### src/rtl/cal_pkg.sv
package cal_pkg;

  localparam int NREG = 7;

  localparam int IDX_SEC  = 0;
  localparam int IDX_MIN  = 1;
  localparam int IDX_HOUR = 2;
  localparam int IDX_MDAY = 3;
  localparam int IDX_WDAY = 4;
  localparam int IDX_MON  = 5;
  localparam int IDX_YEAR = 6;

  // storage bits kept per field
  localparam int FIELD_W [NREG] = '{7, 7, 6, 6, 3, 5, 8};
  // last value before a wrap (day of month is overridden at run time)
  localparam logic [7:0] FIELD_MAX [NREG] =
    '{8'h59, 8'h59, 8'h23, 8'h31, 8'h06, 8'h12, 8'h99};
  // value restarted from after a wrap, also the reset value
  localparam logic [7:0] FIELD_LOW [NREG] =
    '{8'h00, 8'h00, 8'h00, 8'h01, 8'h00, 8'h01, 8'h00};

  localparam logic [4:0] MON_FEB = 5'h02;

  // two-digit BCD increment, no range check
  function automatic logic [7:0] bcd_inc(input logic [7:0] v);
    logic [7:0] r;
    if (v[3:0] >= 4'd9) r = {v[7:4] + 4'd1, 4'h0};
    else                r = {v[7:4], v[3:0] + 4'd1};
    return r;
  endfunction

  // divisible by four: even tens with units 0/4/8, odd tens with units 2/6
  function automatic logic leap_bcd(input logic [7:0] y);
    logic r;
    if (y[4]) r = (y[3:0] == 4'd2) || (y[3:0] == 4'd6);
    else      r = (y[3:0] == 4'd0) || (y[3:0] == 4'd4) || (y[3:0] == 4'd8);
    return r;
  endfunction

endpackage

### src/rtl/cal_bcd_cnt.sv
module cal_bcd_cnt
  import cal_pkg::*;
#(
  parameter int         W   = 7,
  parameter logic [7:0] LOW = 8'h00
) (
  input  logic         clk,
  input  logic         rst_n,
  input  logic         ld_i,
  input  logic [W-1:0] ld_val_i,
  input  logic         inc_i,
  input  logic [7:0]   lim_i,
  output logic [W-1:0] val_o,
  output logic         wrap_o
);

  logic [W-1:0] q_r;
  logic [W-1:0] q_nx;
  logic [7:0]   q8;
  logic         at_lim;
  logic         en;

  assign q8     = 8'(q_r);
  assign at_lim = (q8 >= lim_i);
  assign wrap_o = inc_i & ~ld_i & at_lim;
  assign en     = ld_i | inc_i;

  always_comb begin
    q_nx = q_r;
    if (ld_i) begin
      q_nx = ld_val_i;
    end else if (inc_i) begin
      if (at_lim) q_nx = W'(LOW);
      else        q_nx = W'(bcd_inc(q8));
    end
  end

  always_ff @(posedge clk or negedge rst_n) begin
    if (!rst_n)  q_r <= W'(LOW);
    else if (en) q_r <= q_nx;
  end

  assign val_o = q_r;

  AST_WRAP_RESTART: assert property (@(posedge clk) disable iff (!rst_n)
    wrap_o |=> (q_r == W'(LOW))) else $error("carry without restart");

  AST_IDLE_HOLD: assert property (@(posedge clk) disable iff (!rst_n)
    (!ld_i && !inc_i) |=> $stable(q_r)) else $error("field moved without cause");

endmodule

### src/rtl/cal_wday.sv
module cal_wday #(
  parameter int DAYS = 7,
  parameter int W    = $clog2(DAYS)
) (
  input  logic         clk,
  input  logic         rst_n,
  input  logic         ld_i,
  input  logic [W-1:0] ld_val_i,
  input  logic         inc_i,
  output logic [W-1:0] val_o
);

  localparam logic [W-1:0] LAST = W'(DAYS - 1);

  logic [W-1:0] q_r;
  logic [W-1:0] q_nx;
  logic         en;

  assign en = ld_i | inc_i;

  always_comb begin
    q_nx = q_r;
    if (ld_i)                q_nx = ld_val_i;
    else if (q_r >= LAST)    q_nx = '0;
    else                     q_nx = q_r + W'(1);
  end

  always_ff @(posedge clk or negedge rst_n) begin
    if (!rst_n)  q_r <= '0;
    else if (en) q_r <= q_nx;
  end

  assign val_o = q_r;

  AST_WDAY_WRAP: assert property (@(posedge clk) disable iff (!rst_n)
    (inc_i && !ld_i && q_r == LAST) |=> (q_r == '0)) else $error("weekday wrap");

endmodule

### src/rtl/cal_month_len.sv
module cal_month_len
  import cal_pkg::*;
(
  input  logic [4:0] mon_i,
  input  logic [7:0] year_i,
  output logic [7:0] last_o
);

  always_comb begin
    case (mon_i)
      MON_FEB:                    last_o = leap_bcd(year_i) ? 8'h29 : 8'h28;
      5'h04, 5'h06, 5'h09, 5'h11: last_o = 8'h30;
      default:                    last_o = 8'h31;
    endcase
  end

endmodule

### src/rtl/bcd_calendar.sv
module bcd_calendar
  import cal_pkg::*;
#(
  parameter int DAYS_PER_WEEK = 7
) (
  input  logic              clk,
  input  logic              rst_n,
  input  logic              tick_i,
  input  logic              stop_i,
  input  logic              pwr_fail_i,
  input  logic [NREG-1:0]   ld_en_i,
  input  logic [8*NREG-1:0] ld_val_i,
  output logic [7:0]        sec_o,
  output logic [7:0]        min_o,
  output logic [7:0]        hour_o,
  output logic [7:0]        mday_o,
  output logic [7:0]        wday_o,
  output logic [7:0]        mon_o,
  output logic [7:0]        year_o,
  output logic              osc_stop_o
);

  // reset synchronizer: asserts at once, releases on the clock
  logic [1:0] rst_sync_r;
  logic       rst_n_s;

  always_ff @(posedge clk or negedge rst_n) begin
    if (!rst_n) rst_sync_r <= 2'b00;
    else        rst_sync_r <= {rst_sync_r[0], 1'b1};
  end
  assign rst_n_s = rst_sync_r[1];

  logic            adv;
  logic [NREG-1:0] inc;
  logic [NREG-1:0] wrap;
  logic [7:0]      fld [NREG];
  logic [7:0]      mday_last;

  // a load anywhere drops the tick for the whole cycle
  assign adv = tick_i & ~stop_i & ~(|ld_en_i);

  // carry chain: sec -> min -> hour -> (mday, wday) -> mon -> year
  assign inc[IDX_SEC]  = adv;
  assign inc[IDX_MIN]  = wrap[IDX_SEC];
  assign inc[IDX_HOUR] = wrap[IDX_MIN];
  assign inc[IDX_MDAY] = wrap[IDX_HOUR];
  assign inc[IDX_WDAY] = wrap[IDX_HOUR];
  assign inc[IDX_MON]  = wrap[IDX_MDAY];
  assign inc[IDX_YEAR] = wrap[IDX_MON];

  cal_month_len u_mlen (
    .mon_i  (fld[IDX_MON][4:0]),
    .year_i (fld[IDX_YEAR]),
    .last_o (mday_last)
  );

  for (genvar g = 0; g < NREG; g++) begin : g_fld
    if (g == IDX_WDAY) begin : g_wd
      logic [FIELD_W[g]-1:0] v;
      cal_wday #(.DAYS(DAYS_PER_WEEK), .W(FIELD_W[g])) u_wday (
        .clk      (clk),
        .rst_n    (rst_n_s),
        .ld_i     (ld_en_i[g]),
        .ld_val_i (ld_val_i[8*g +: FIELD_W[g]]),
        .inc_i    (inc[g]),
        .val_o    (v)
      );
      assign fld[g]  = 8'(v);
      assign wrap[g] = 1'b0;
    end else begin : g_bcd
      logic [FIELD_W[g]-1:0] v;
      cal_bcd_cnt #(.W(FIELD_W[g]), .LOW(FIELD_LOW[g])) u_cnt (
        .clk      (clk),
        .rst_n    (rst_n_s),
        .ld_i     (ld_en_i[g]),
        .ld_val_i (ld_val_i[8*g +: FIELD_W[g]]),
        .inc_i    (inc[g]),
        .lim_i    ((g == IDX_MDAY) ? mday_last : FIELD_MAX[g]),
        .val_o    (v),
        .wrap_o   (wrap[g])
      );
      assign fld[g] = 8'(v);
    end
  end

  // sticky time-invalid flag
  logic flag_r;
  logic flag_nx;
  logic flag_en;

  assign flag_en = pwr_fail_i | ld_en_i[IDX_SEC];

  always_comb begin
    flag_nx = flag_r;
    if (pwr_fail_i)                                    flag_nx = 1'b1;
    else if (ld_en_i[IDX_SEC] && !ld_val_i[8*IDX_SEC+7]) flag_nx = 1'b0;
  end

  always_ff @(posedge clk or negedge rst_n_s) begin
    if (!rst_n_s)     flag_r <= 1'b1;
    else if (flag_en) flag_r <= flag_nx;
  end

  assign sec_o      = {flag_r, fld[IDX_SEC][6:0]};
  assign min_o      = fld[IDX_MIN];
  assign hour_o     = fld[IDX_HOUR];
  assign mday_o     = fld[IDX_MDAY];
  assign wday_o     = fld[IDX_WDAY];
  assign mon_o      = fld[IDX_MON];
  assign year_o     = fld[IDX_YEAR];
  assign osc_stop_o = flag_r;

  logic unused_bits;
  assign unused_bits = ^{ld_val_i[15], ld_val_i[23:22], ld_val_i[31:30],
                         ld_val_i[39:35], ld_val_i[47:45],
                         wrap[IDX_WDAY], wrap[IDX_YEAR]};

  AST_STOP_FREEZE: assert property (@(posedge clk) disable iff (!rst_n_s)
    (stop_i && ld_en_i == '0) |=>
      ($stable(sec_o[6:0]) && $stable({min_o, hour_o, mday_o, wday_o, mon_o, year_o})))
    else $error("time moved while stopped");

  AST_LOAD_WINS: assert property (@(posedge clk) disable iff (!rst_n_s)
    ld_en_i[IDX_MIN] |=> (min_o == {1'b0, $past(ld_val_i[14:8])}))
    else $error("minute load lost");

  AST_FLAG_SET: assert property (@(posedge clk) disable iff (!rst_n_s)
    pwr_fail_i |=> osc_stop_o) else $error("flag not set");

  AST_FLAG_STICKY: assert property (@(posedge clk) disable iff (!rst_n_s)
    (osc_stop_o && !ld_en_i[IDX_SEC]) |=> osc_stop_o) else $error("flag dropped");

  AST_FULL_RIPPLE: assert property (@(posedge clk) disable iff (!rst_n_s)
    (adv && sec_o[6:0] == 7'h59 && min_o == 8'h59 && hour_o == 8'h23 &&
     mday_o == mday_last && mon_o == 8'h12 && year_o == 8'h99) |=>
      (sec_o[6:0] == 7'h00 && min_o == 8'h00 && hour_o == 8'h00 &&
       mday_o == 8'h01 && mon_o == 8'h01 && year_o == 8'h00))
    else $error("century rollover");

endmodule

### config.mk
export PLATFORM = sky130hd
export DESIGN_NAME = bcd_calendar
export DESIGN_NICKNAME = d
export VERILOG_FILES = /design/src/rtl/cal_pkg.sv /design/src/rtl/cal_bcd_cnt.sv /design/src/rtl/cal_wday.sv /design/src/rtl/cal_month_len.sv /design/src/rtl/bcd_calendar.sv
export SDC_FILE = /design/constraint.sdc
export NUM_CORES = 1
export LEC_CHECK = 0
export ABC_CLOCK_PERIOD_IN_PS = 2000
export CAP_MARGIN = 25
export CORE_MARGIN = 10
export CORE_UTILIZATION = 50
export CTS_CLUSTER_SIZE = 14
export DETAILED_ROUTE_END_ITERATION = 10
export PLACE_DENSITY = 0.83
export RECOVER_POWER = 100
export SYNTH_ARGS = -nofsm -noshare
export SYNTH_HDL_FRONTEND = slang
export SYNTH_HIERARCHICAL = 1
export SYNTH_SLANG_ARGS = --single-unit
export TNS_END_PERCENT = 30
### constraint.sdc
create_clock -name clk -period 2 [get_ports clk]
set_clock_uncertainty 0.1 [all_clocks]
set_input_delay 0.6 -clock clk [delete_from_list [all_inputs] [get_ports clk]]
set_output_delay 0.6 -clock clk [all_outputs]
set_load 0.01 [all_outputs]
## After elaboration in Yosys (flattened, before gate mapping)

Index checks and enable logic that the tools add are counted.

- Mux-type cells: 32
- Equal/unequal tests: 9
- Reduce and logical (&&, ||, !) cells: 34
- Bitwise logic cells: 27
- Magnitude comparators: 13
- $add $sub $neg: 13

Operators by type and width:

| operator | number |
|---|---|
| $mux 7 | 8 |
| $mux 6 | 8 |
| $mux 8 | 4 |
| $add 4x1->4 const B | 7 |
| $ge 4x4->1 const B | 6 |
| $mux 5 | 4 |
| $reduce_and 3->1 | 6 |
| $reduce_bool 3->1 | 6 |
| $pmux 8 s2 | 1 |
| $ge 7x7->1 const B | 2 |
| $reduce_and 2->1 | 7 |
| $reduce_bool 2->1 | 7 |
| $and 1x1->1 | 12 |
| $eq 5x3->1 const B | 2 |
| $add 3x1->3 const B | 3 |
| $eq 4x3->1 const B | 2 |
| $ge 6x8->1 | 1 |
| $ge 8x8->1 const B | 1 |
| $or 1x1->1 | 8 |
| $not 1->1 | 7 |
| $reduce_or 7->1 | 1 |
| $ge 6x6->1 const B | 1 |
| $mux 3 | 2 |
| $eq 5x2->1 const B | 1 |
| other kinds (14) | 21 |

- Input bits: 68
- Register bits: 45

## Longest topological paths before layout

Gate-level depths: netlist of the first run.

- Depth after elaboration: 15
- Depth in mapped cells: 19
- Mapped depth without buffers: 17

## Modules after synthesis

The synthesis of the first run kept the hierarchy.

By module, submodules not included:

| module | area each (um2) | sequential area each (um2) | instances | cells an instance |
|---|---|---|---|---|
| cal_bcd_cnt (g_fld[0].g_bcd.u_cnt ...) | 695.7 | 175.2 | 2 | 78 |
| cal_bcd_cnt (g_fld[6].g_bcd.u_cnt) | 815.8 | 200.2 | 1 | 89 |
| cal_bcd_cnt (g_fld[2].g_bcd.u_cnt) | 654.4 | 150.1 | 1 | 80 |
| cal_bcd_cnt (g_fld[3].g_bcd.u_cnt) | 623.1 | 151.4 | 1 | 72 |
| cal_bcd_cnt (g_fld[5].g_bcd.u_cnt) | 511.7 | 126.4 | 1 | 60 |
| bcd_calendar | 231.5 | 76.3 | 1 | 24 |
| cal_wday | 192.7 | 75.1 | 1 | 22 |
| cal_month_len | 115.1 | 0.0 | 1 | 17 |

## Least setup slack after synthesis of the first run

Ideal clock, no wire load.

- Path type: input-to-reg
- From: input port ld_en_i[4]
- To: register g_fld[6].g_bcd.u_cnt.q_r[5]
- Setup slack: -3331 ps
- Stages: 16
- Setup time: 121 ps
- Buffers on the path: 2
- Required time: 1779 ps
- Data arrival time: 5110 ps
- Cells stage by stage: or4b_1 nor4_2 nand2b_1 a21oi_1 nand2b_1 a21oi_1 clkbuf_8 inv_1 nor3_1 buf_2 and3b_1 inv_1 nor4_1 inv_1 mux2_2 o22a_1

- Longest elaborated chain between the ends: 15
- Elaborated cells on any way between the ends: 16
- Those cells by class: 13 x bitwise; 3 x reduce/logical

Ends and longest elaborated chain:

| what | RTL line | RTL |
|---|---|---|
| start: declaration | bcd_calendar.sv:11 | `input logic [NREG-1:0] ld_en_i,` |
| $reduce_or 7->1 * | bcd_calendar.sv:40 | `assign adv = tick_i & ~stop_i & ~(\|ld_en_i);` |
| $not 1->1 * | bcd_calendar.sv:40 |  |
| $and 1x1->1 * | bcd_calendar.sv:40 |  |
| net adv | bcd_calendar.sv:33 | `logic adv;` |
| $and 1x1->1 * (2 in series) | cal_bcd_cnt.sv:25 | `assign wrap_o = inc_i & ~ld_i & at_lim;` |
| net inc[1] | bcd_calendar.sv:34 | `logic [NREG-1:0] inc;` |
| $and 1x1->1 * (2 in series) | cal_bcd_cnt.sv:25 |  |
| net inc[2] | bcd_calendar.sv:34 |  |
| $and 1x1->1 * (2 in series) | cal_bcd_cnt.sv:25 |  |
| net inc[3] | bcd_calendar.sv:34 |  |
| $and 1x1->1 * (2 in series) | cal_bcd_cnt.sv:25 |  |
| net inc[5] | bcd_calendar.sv:34 |  |
| $and 1x1->1 * (2 in series) | cal_bcd_cnt.sv:25 |  |
| net inc[6] | bcd_calendar.sv:34 |  |
| $reduce_bool 2->1 (no source line) or $or 1x1->1 (tied branches) | - |  |
| $reduce_and 3->1 (no source line) * | - |  |
| end signal: assignment | cal_bcd_cnt.sv:39 | `if (!rst_n) q_r <= W'(LOW);` |
| end signal: assignment | cal_bcd_cnt.sv:40 | `else if (en) q_r <= q_nx;` |
| end: declaration | cal_bcd_cnt.sv:17 | `logic [W-1:0] q_r;` |

The timed path passes the listed nets; every way through them passes the cells marked *.
A chain may end at the register's enable or synchronous reset.

## Worst setup path after layout of the first run

- From: input port ld_en_i[6]
- To: register g_fld[6].g_bcd.u_cnt.q_r[5]

Same word-level chain as after synthesis.

==> out/results.tsv, run 1 <==
stage	metric	value	unit
power	Static Leakage	3.10	nW
layout	Layout area overhead	44.8	%
global_route	first-pass GRT wire length	23600	um
layout	layout cells sized above 1	25.3	%
worst_setup_path	reg2reg path depth	14	
synth	Post-Syn Area per Cell	8.72	um^2
power	total power	3.45	mW
clocking	Root Buffer	clkbuf_8	
clocking	clock transition at the registers of the reported paths	0.09	ns
clocking	clk sinks	45	
sta	pins over their slew limit	0	
run	max cap viols	0	
placement	hpwl dp	10700	um
global_route	total track usage	21.1	%
layout	footprint of the multi-input gates	3360	um^2
sta	Fmax	293	MHz
sta	Setup-failing EPs final	38	
route	Vias	4738	
global_route	initial antenna violation count	1	
synth	Mapped Area	4530	um^2
worst_setup_path	FF-to-FF End	g_fld[6].g_bcd.u_cnt/val_o[5]	
clocking	clock buffer depth	2	
floorplanning	FP Rows	34	
worst_setup_path	type of destination of the critical path	flip-flop	
layout	FF/Latch Area	1130	um^2
outcome	failing checks	setup timing	
sta	crit share post-route	171	%
sta	Fin. Hold Viols	0	
sta	unrepaired setup endpoints after global routing	yes	
placement	port buffer count	98	
route	first-iteration detailed-routing DRC count	260	
clocking	clock buffer count from CTS	5	
floorplanning	Boundary Pins	125	
layout	# diodes	0	
route	Residual DRC	0	
worst_setup_path	flop2flop setup slack	-1.24	ns
floorplanning	Die Span X	115	um
floorplanning	DIE HEIGHT	115	um
worst_setup_path	Critical Path Source Type	input port	
route	routed vias/inst	5.54	
layout	Core Util, Final	74.8	%
placement	placed insts	834	
sta	hold slack	0.267	ns
layout	nets	877	
sta	worst slew pin tran	0.896	ns
worst_setup_path	Crit Path Max Fanout	5	
sta	Final min period	3.42	ns
route	DRT Pass-1 Iters	5	
worst_setup_path	data arrival time of the critical path	3.52	ns
layout	Fill cells	632	
floorplanning	starting density of the core	51.7	%
clocking	H-tree levels	2	
worst_setup_path	Req. time, crit path	2.10	ns
global_route	largest net degree at the start of global routing	24	
route	antenna violation net count after detailed routing	0	
clocking	CTS tree	yes	
route	routed wire length	14100	um
global_route	vias in the first global route	5020	
route	wire length per cell	16.5	um
sta	Rel. slew slack	40.3	%
synth	cells after synthesis	519	
worst_setup_path	Crit Reg-Reg Startpoint	g_fld[0].g_bcd.u_cnt/val_o[5]	
floorplanning	Total Die Area	13300	um^2
clocking	clock latency on the worst-skew pair	0.31	ns
power	P per Cell Area	526	nW/um^2
synth	Syn. warnings	6	
floorplanning	core box area	8760	um^2
placement	gpl congestion	0.912	
global_route	grt ovf	0	
power	VDD IR max	0.288	mV
layout	Final Non-Filler Cells	856	
min_path	HP Class	reg -> async	
worst_setup_path	WS Path Type	in -> reg	
sta	worst setup margin	-1.42	ns
outcome	outcome	finished, violations left	
placement	pre-CTS setup slack	-2.06	ns
## cells in the final DEF (no fill, tap or decap), drive strengths merged, types with 32 or more instances in the layout
cell,count
a21oi,32
buf,72
clkbuf,42
clkdlybuf4s50,45
conb,61
dfrtp,42
dlygate4sd2,41
ha,62
inv,61
## sequential cells by signal, indices dropped and copies added (netlist names)
signal,count
g_fld.g_bcd.u_cnt/val_o,39
g_fld.g_wd.u_wday/val_o,3
rst_sync_r,2
osc_stop_o,1
## routing by layer
metal  routed length (um)  global-route usage, %  vias up
li1                     -                      -     2281
met1                 5650                   23.5     2275
met2                 7460                   39.7      155
met3                  780                   3.54       25
met4                  201                   6.02        2
met5                    8                      0        -
## per-stage QoR
stage / area, um^2 / TNS, ns
after global routing: 6560 / -35.35
after detailed placement: 6330 / -56.95
after global placement: 6330 / -53.81
after CTS: 6640 / -28.36
after floorplan: 4810 / -46.26
final: 6560 / -31.05
## report_power, final
part	internal, mW	switching, mW	total [mW]
clock	0.244	0.343	0.586
sequential	1.03	0.0925	1.12
combinational	0.807	0.930	1.74
total	2.08	1.37	3.45
## worst max-delay path: stages
cell	delay [ns]
buf_6	0.09
or4b_4	0.54
nor4_4	0.30
nand2b_1	0.12
a21oi_2	0.15
nand2b_1	0.10
a21oi_2	0.21
clkinvlp_4	0.15
nor3_4	0.14
and3b_2	0.25
inv_4	0.04
nor4_4	0.22
inv_2	0.12
mux2_4	0.29
o22a_1	0.20
## layout make-up
cell class / instances / share of cell area (%)
well taps: 108 / 2.06
clock buffers: 6 / 1.11
flip-flops and latches: 45 / 17.2
inverters: 62 / 3.64
clock inverters: 2 / 0.153
repair buffers: 200 / 24.6
multi-input cells: 433 / 51.2
## worst max path at each step
stage	cells past startpoint	end	from	slack, ns
final	15	g_fld[6].g_bcd.u_cnt/val_o[5]	ld_en_i[6]	-1.42
after global routing	16	g_fld[6].g_bcd.u_cnt/val_o[4]	ld_en_i[6]	-1.54
after CTS	15	g_fld[6].g_bcd.u_cnt/val_o[5]	ld_en_i[2]	-1.40
after detailed placement	15	g_fld[6].g_bcd.u_cnt/val_o[5]	ld_en_i[4]	-2.06
after global placement	15	g_fld[6].g_bcd.u_cnt/val_o[5]	ld_en_i[6]	-1.97
after floorplan	16	g_fld[6].g_bcd.u_cnt/val_o[5]	ld_en_i[4]	-2.22
## timing repair
| item | CTS | global route |
|---|---|---|
| hold buffers | 0 | 0 |
| setup endpoints to repair | 85 | 43 |
| pin swaps | 22 | 18 |
| gates resized for setup | 107 | 26 |
| buffers inserted | 21 | 6 |
(Power assumes the default switching activity.)
==> inputs of run 2 (changes only) <==
--- a/config.mk
+++ b/config.mk
@@ -10,6 +10,7 @@
 export CORE_MARGIN = 10
-export CORE_UTILIZATION = 50
+export CORE_UTILIZATION = 60
 export CTS_CLUSTER_SIZE = 14
 export DETAILED_ROUTE_END_ITERATION = 10
-export PLACE_DENSITY = 0.83
+export DONT_BUFFER_PORTS = 1
+export PLACE_DENSITY = 0.76
 export RECOVER_POWER = 100
--- a/constraint.sdc
+++ b/constraint.sdc
@@ -4,2 +4,2 @@
 set_output_delay 0.6 -clock clk [all_outputs]
-set_load 0.01 [all_outputs]
+set_load 0.005 [all_outputs]
==> run 2 against run 1 <==
Against the previous run:
- the flow still finishes with violations (setup timing)
- cell count is 14% lower
- register-to-register slack better by 0.04 ns
- total power is 8.8% lower
==> out/results.tsv, run 2 (synthesis results as in run 1) <==
stage	metric	value	unit
worst_setup_path	WS Path Type	in -> reg	
worst_setup_path	reg2reg path depth	15	
global_route	largest net degree at the start of global routing	24	
sta	Rel. slew slack	38.0	%
worst_setup_path	Req. time, crit path	2.08	ns
global_route	grt ovf	0	
worst_setup_path	CP startpoint	ld_en_i[4]	
min_path	hold path start	rst_sync_r[0]	
placement	Placement Cell Area	5280	um^2
route	first-iteration detailed-routing DRC count	201	
clocking	Root Buffer	clkbuf_8	
clocking	CTS tree	yes	
global_route	vias in the first global route	4194	
global_route	initial antenna violation count	0	
sta	pins over their slew limit	0	
power	VDD IR max	0.427	mV
route	wire length per cell	16.9	um
clocking	clock latency on the worst-skew pair	0.30	ns
global_route	total track usage	21.2	%
clocking	clock buffer count from CTS	5	
sta	unrepaired setup endpoints after global routing	yes	
outcome	outcome	finished, violations left	
route	antenna violation net count after detailed routing	0	
route	routed vias/inst	5.71	
floorplanning	DIE HEIGHT	107	um
power	sequential power share	35.9	%
power	P_int	1.95	mW
floorplanning	Total Die Area	11400	um^2
layout	FF/Latch Area	1130	um^2
clocking	clock buffer depth	2	
route	routed wire length	12400	um
layout	cell area after layout	5560	um^2
worst_setup_path	Crit Path Max Fanout	9	
power	P per Cell Area	565	nW/um^2
route	Vias	4198	
sta	hold slack	0.261	ns
power	NetSw	1.19	mW
layout	Layout area overhead	22.8	%
sta	Setup-failing EPs final	38	
placement	port buffer count	0	
worst_setup_path	Critical Path Source Type	input port	
floorplanning	starting density of the core	62.1	%
outcome	failing checks	setup timing	
floorplanning	FP Rows	31	
worst_setup_path	data arrival time of the critical path	3.39	ns
sta	worst setup margin	-1.31	ns
worst_setup_path	type of destination of the critical path	flip-flop	
floorplanning	Die Span X	107	um
global_route	first-pass GRT wire length	20300	um
worst_setup_path	FF-to-FF End	g_fld[6].g_bcd.u_cnt/val_o[4]	
floorplanning	core box area	7290	um^2
worst_setup_path	flop2flop setup slack	-1.20	ns
floorplanning	Boundary Pins	125	
route	DRT Pass-1 Iters	5	
route	Residual DRC	0	
clocking	H-tree levels	2	
power	Clk pwr share	18.4	%
layout	# diodes	0	
layout	most frequent cells in the layout	83 x buf_4, 62 x ha_1, 61 x conb_1, 55 x inv_1, 42 x dfrtp_1	
sta	Final min period	3.31	ns
worst_setup_path	Crit Reg-Reg Startpoint	g_fld[0].g_bcd.u_cnt/val_o[5]	
power	Static Leakage	2.62	nW
placement	hpwl dp	9880	um
layout	leading cell type in the layout, fill and taps excluded	buf_4	
sta	Fin. Hold Viols	0	
layout	footprint of the multi-input gates	3290	um^2
layout	layout cells sized above 1	26.9	%
sta	Fmax	302	MHz
power	switch share	38.0	%
clocking	clk sinks	45	
sta	worst slew pin tran	0.930	ns
layout	Fill cells	549	
layout	nets	765	
power	Comb pwr share	45.7	%
clocking	clock transition at the registers of the reported paths	0.09	ns
sta	crit share post-route	166	%
run	max cap viols	0	
placement	gpl congestion	0.860	
min_path	HP Class	reg -> reg	
worst_setup_path	crit path to	g_fld[6].g_bcd.u_cnt/val_o[4]	
layout	Largest register FFs	39	
==> run 2: cell types whose count changed in the layout (fill, tap and decap cells not counted), moves of 3 or more <==
cell             change
clkdlybuf4s15_1      -3
nor3b_2              -3
dlygate4sd2_1       -41
clkbuf_2            -20
buf_2                -3
a31oi_1              -3
buf_6                -8
buf_4               +26
clkbuf_1            -15
clkdlybuf4s50_1     -45
nor3b_1              +3
==> run 2: how the worst min path moves through the flow <==
stage | cells after the start | endpoint
2_1_floorplan | 0 | rst_sync_r[0]
3_3_place_gp | 0 | g_fld[6].g_bcd.u_cnt/val_o[4]
3_5_place_dp | 0 | g_fld[6].g_bcd.u_cnt/val_o[1]
4_1_cts | 0 | g_fld[6].g_bcd.u_cnt/val_o[1]
5_1_grt | 1 | g_fld[4].g_wd.u_wday/val_o[2]
6_report | 0 | rst_sync_r[1]
==> run 2: area by class of cell <==
class / count / area share [%]
Multi-Input combinational cell: 433 / 59.2
Sequential cell: 45 / 20.3
Timing Repair Buffer: 88 / 12.4
Inverter: 62 / 4.34
Tap cell: 99 / 2.23
Clock buffer: 6 / 1.30
Clock inverter: 2 / 0.270
==> run 2: power by group through the flow <==
stage | Clock, mW | Combinational (mW) | Sequential, mW
finish | 0.579 | 1.44 | 1.13
CTS | 0.601 | 1.40 | 1.13
detailed placement | 0 | 1.37 | 1.15
global route | 0.642 | 1.60 | 1.14
floorplan | 0 | 0.834 | 1.23
global placement | 0 | 1.31 | 1.14
==> run 2: metal layers <==
layer  share of wire, %  GRT usage [%]
met5                  0              0
met4                1.3           4.93
met3                6.7           5.51
met2                 51           37.3
met1                 41           25.1
==> run 2: critical path, cell delays in order <==
cell,delay (ns)
or4b_4,0.53
nor4_4,0.30
nand2b_1,0.12
a21oi_2,0.15
nand2b_1,0.11
a21oi_2,0.19
clkinvlp_4,0.15
nor3_4,0.14
and3b_2,0.25
inv_4,0.04
nor4_4,0.20
buf_4,0.21
nor2_4,0.05
a222oi_1,0.24
o21ai_1,0.11
==> run 2: through the flow <==
stage	std cells	worst slack (ns)	util, %	setup TNS (ns)	total power [mW]
floorplan	576	-2.22	-	-46.24	2.07
global placement	719	-1.56	72.4	-36.73	2.45
detailed placement	719	-1.63	72.4	-38.62	2.52
CTS	732	-1.28	74.8	-25.38	3.13
global route	735	-1.55	76.3	-33.23	3.38
finish	735	-1.31	76.3	-25.91	3.14
==> run 2: timing repair <==
| item | CTS | global route |
|---|---|---|
| pin swaps | 6 | 10 |
| gates resized for setup | 14 | 20 |
| endpoints found under the setup margin | 38 | 42 |
| buffers inserted | 4 | 4 |
| hold buffers | 1 | 0 |
| cloned | 0 | 0 |
| endpoints found under the hold margin | 2 | 0 |
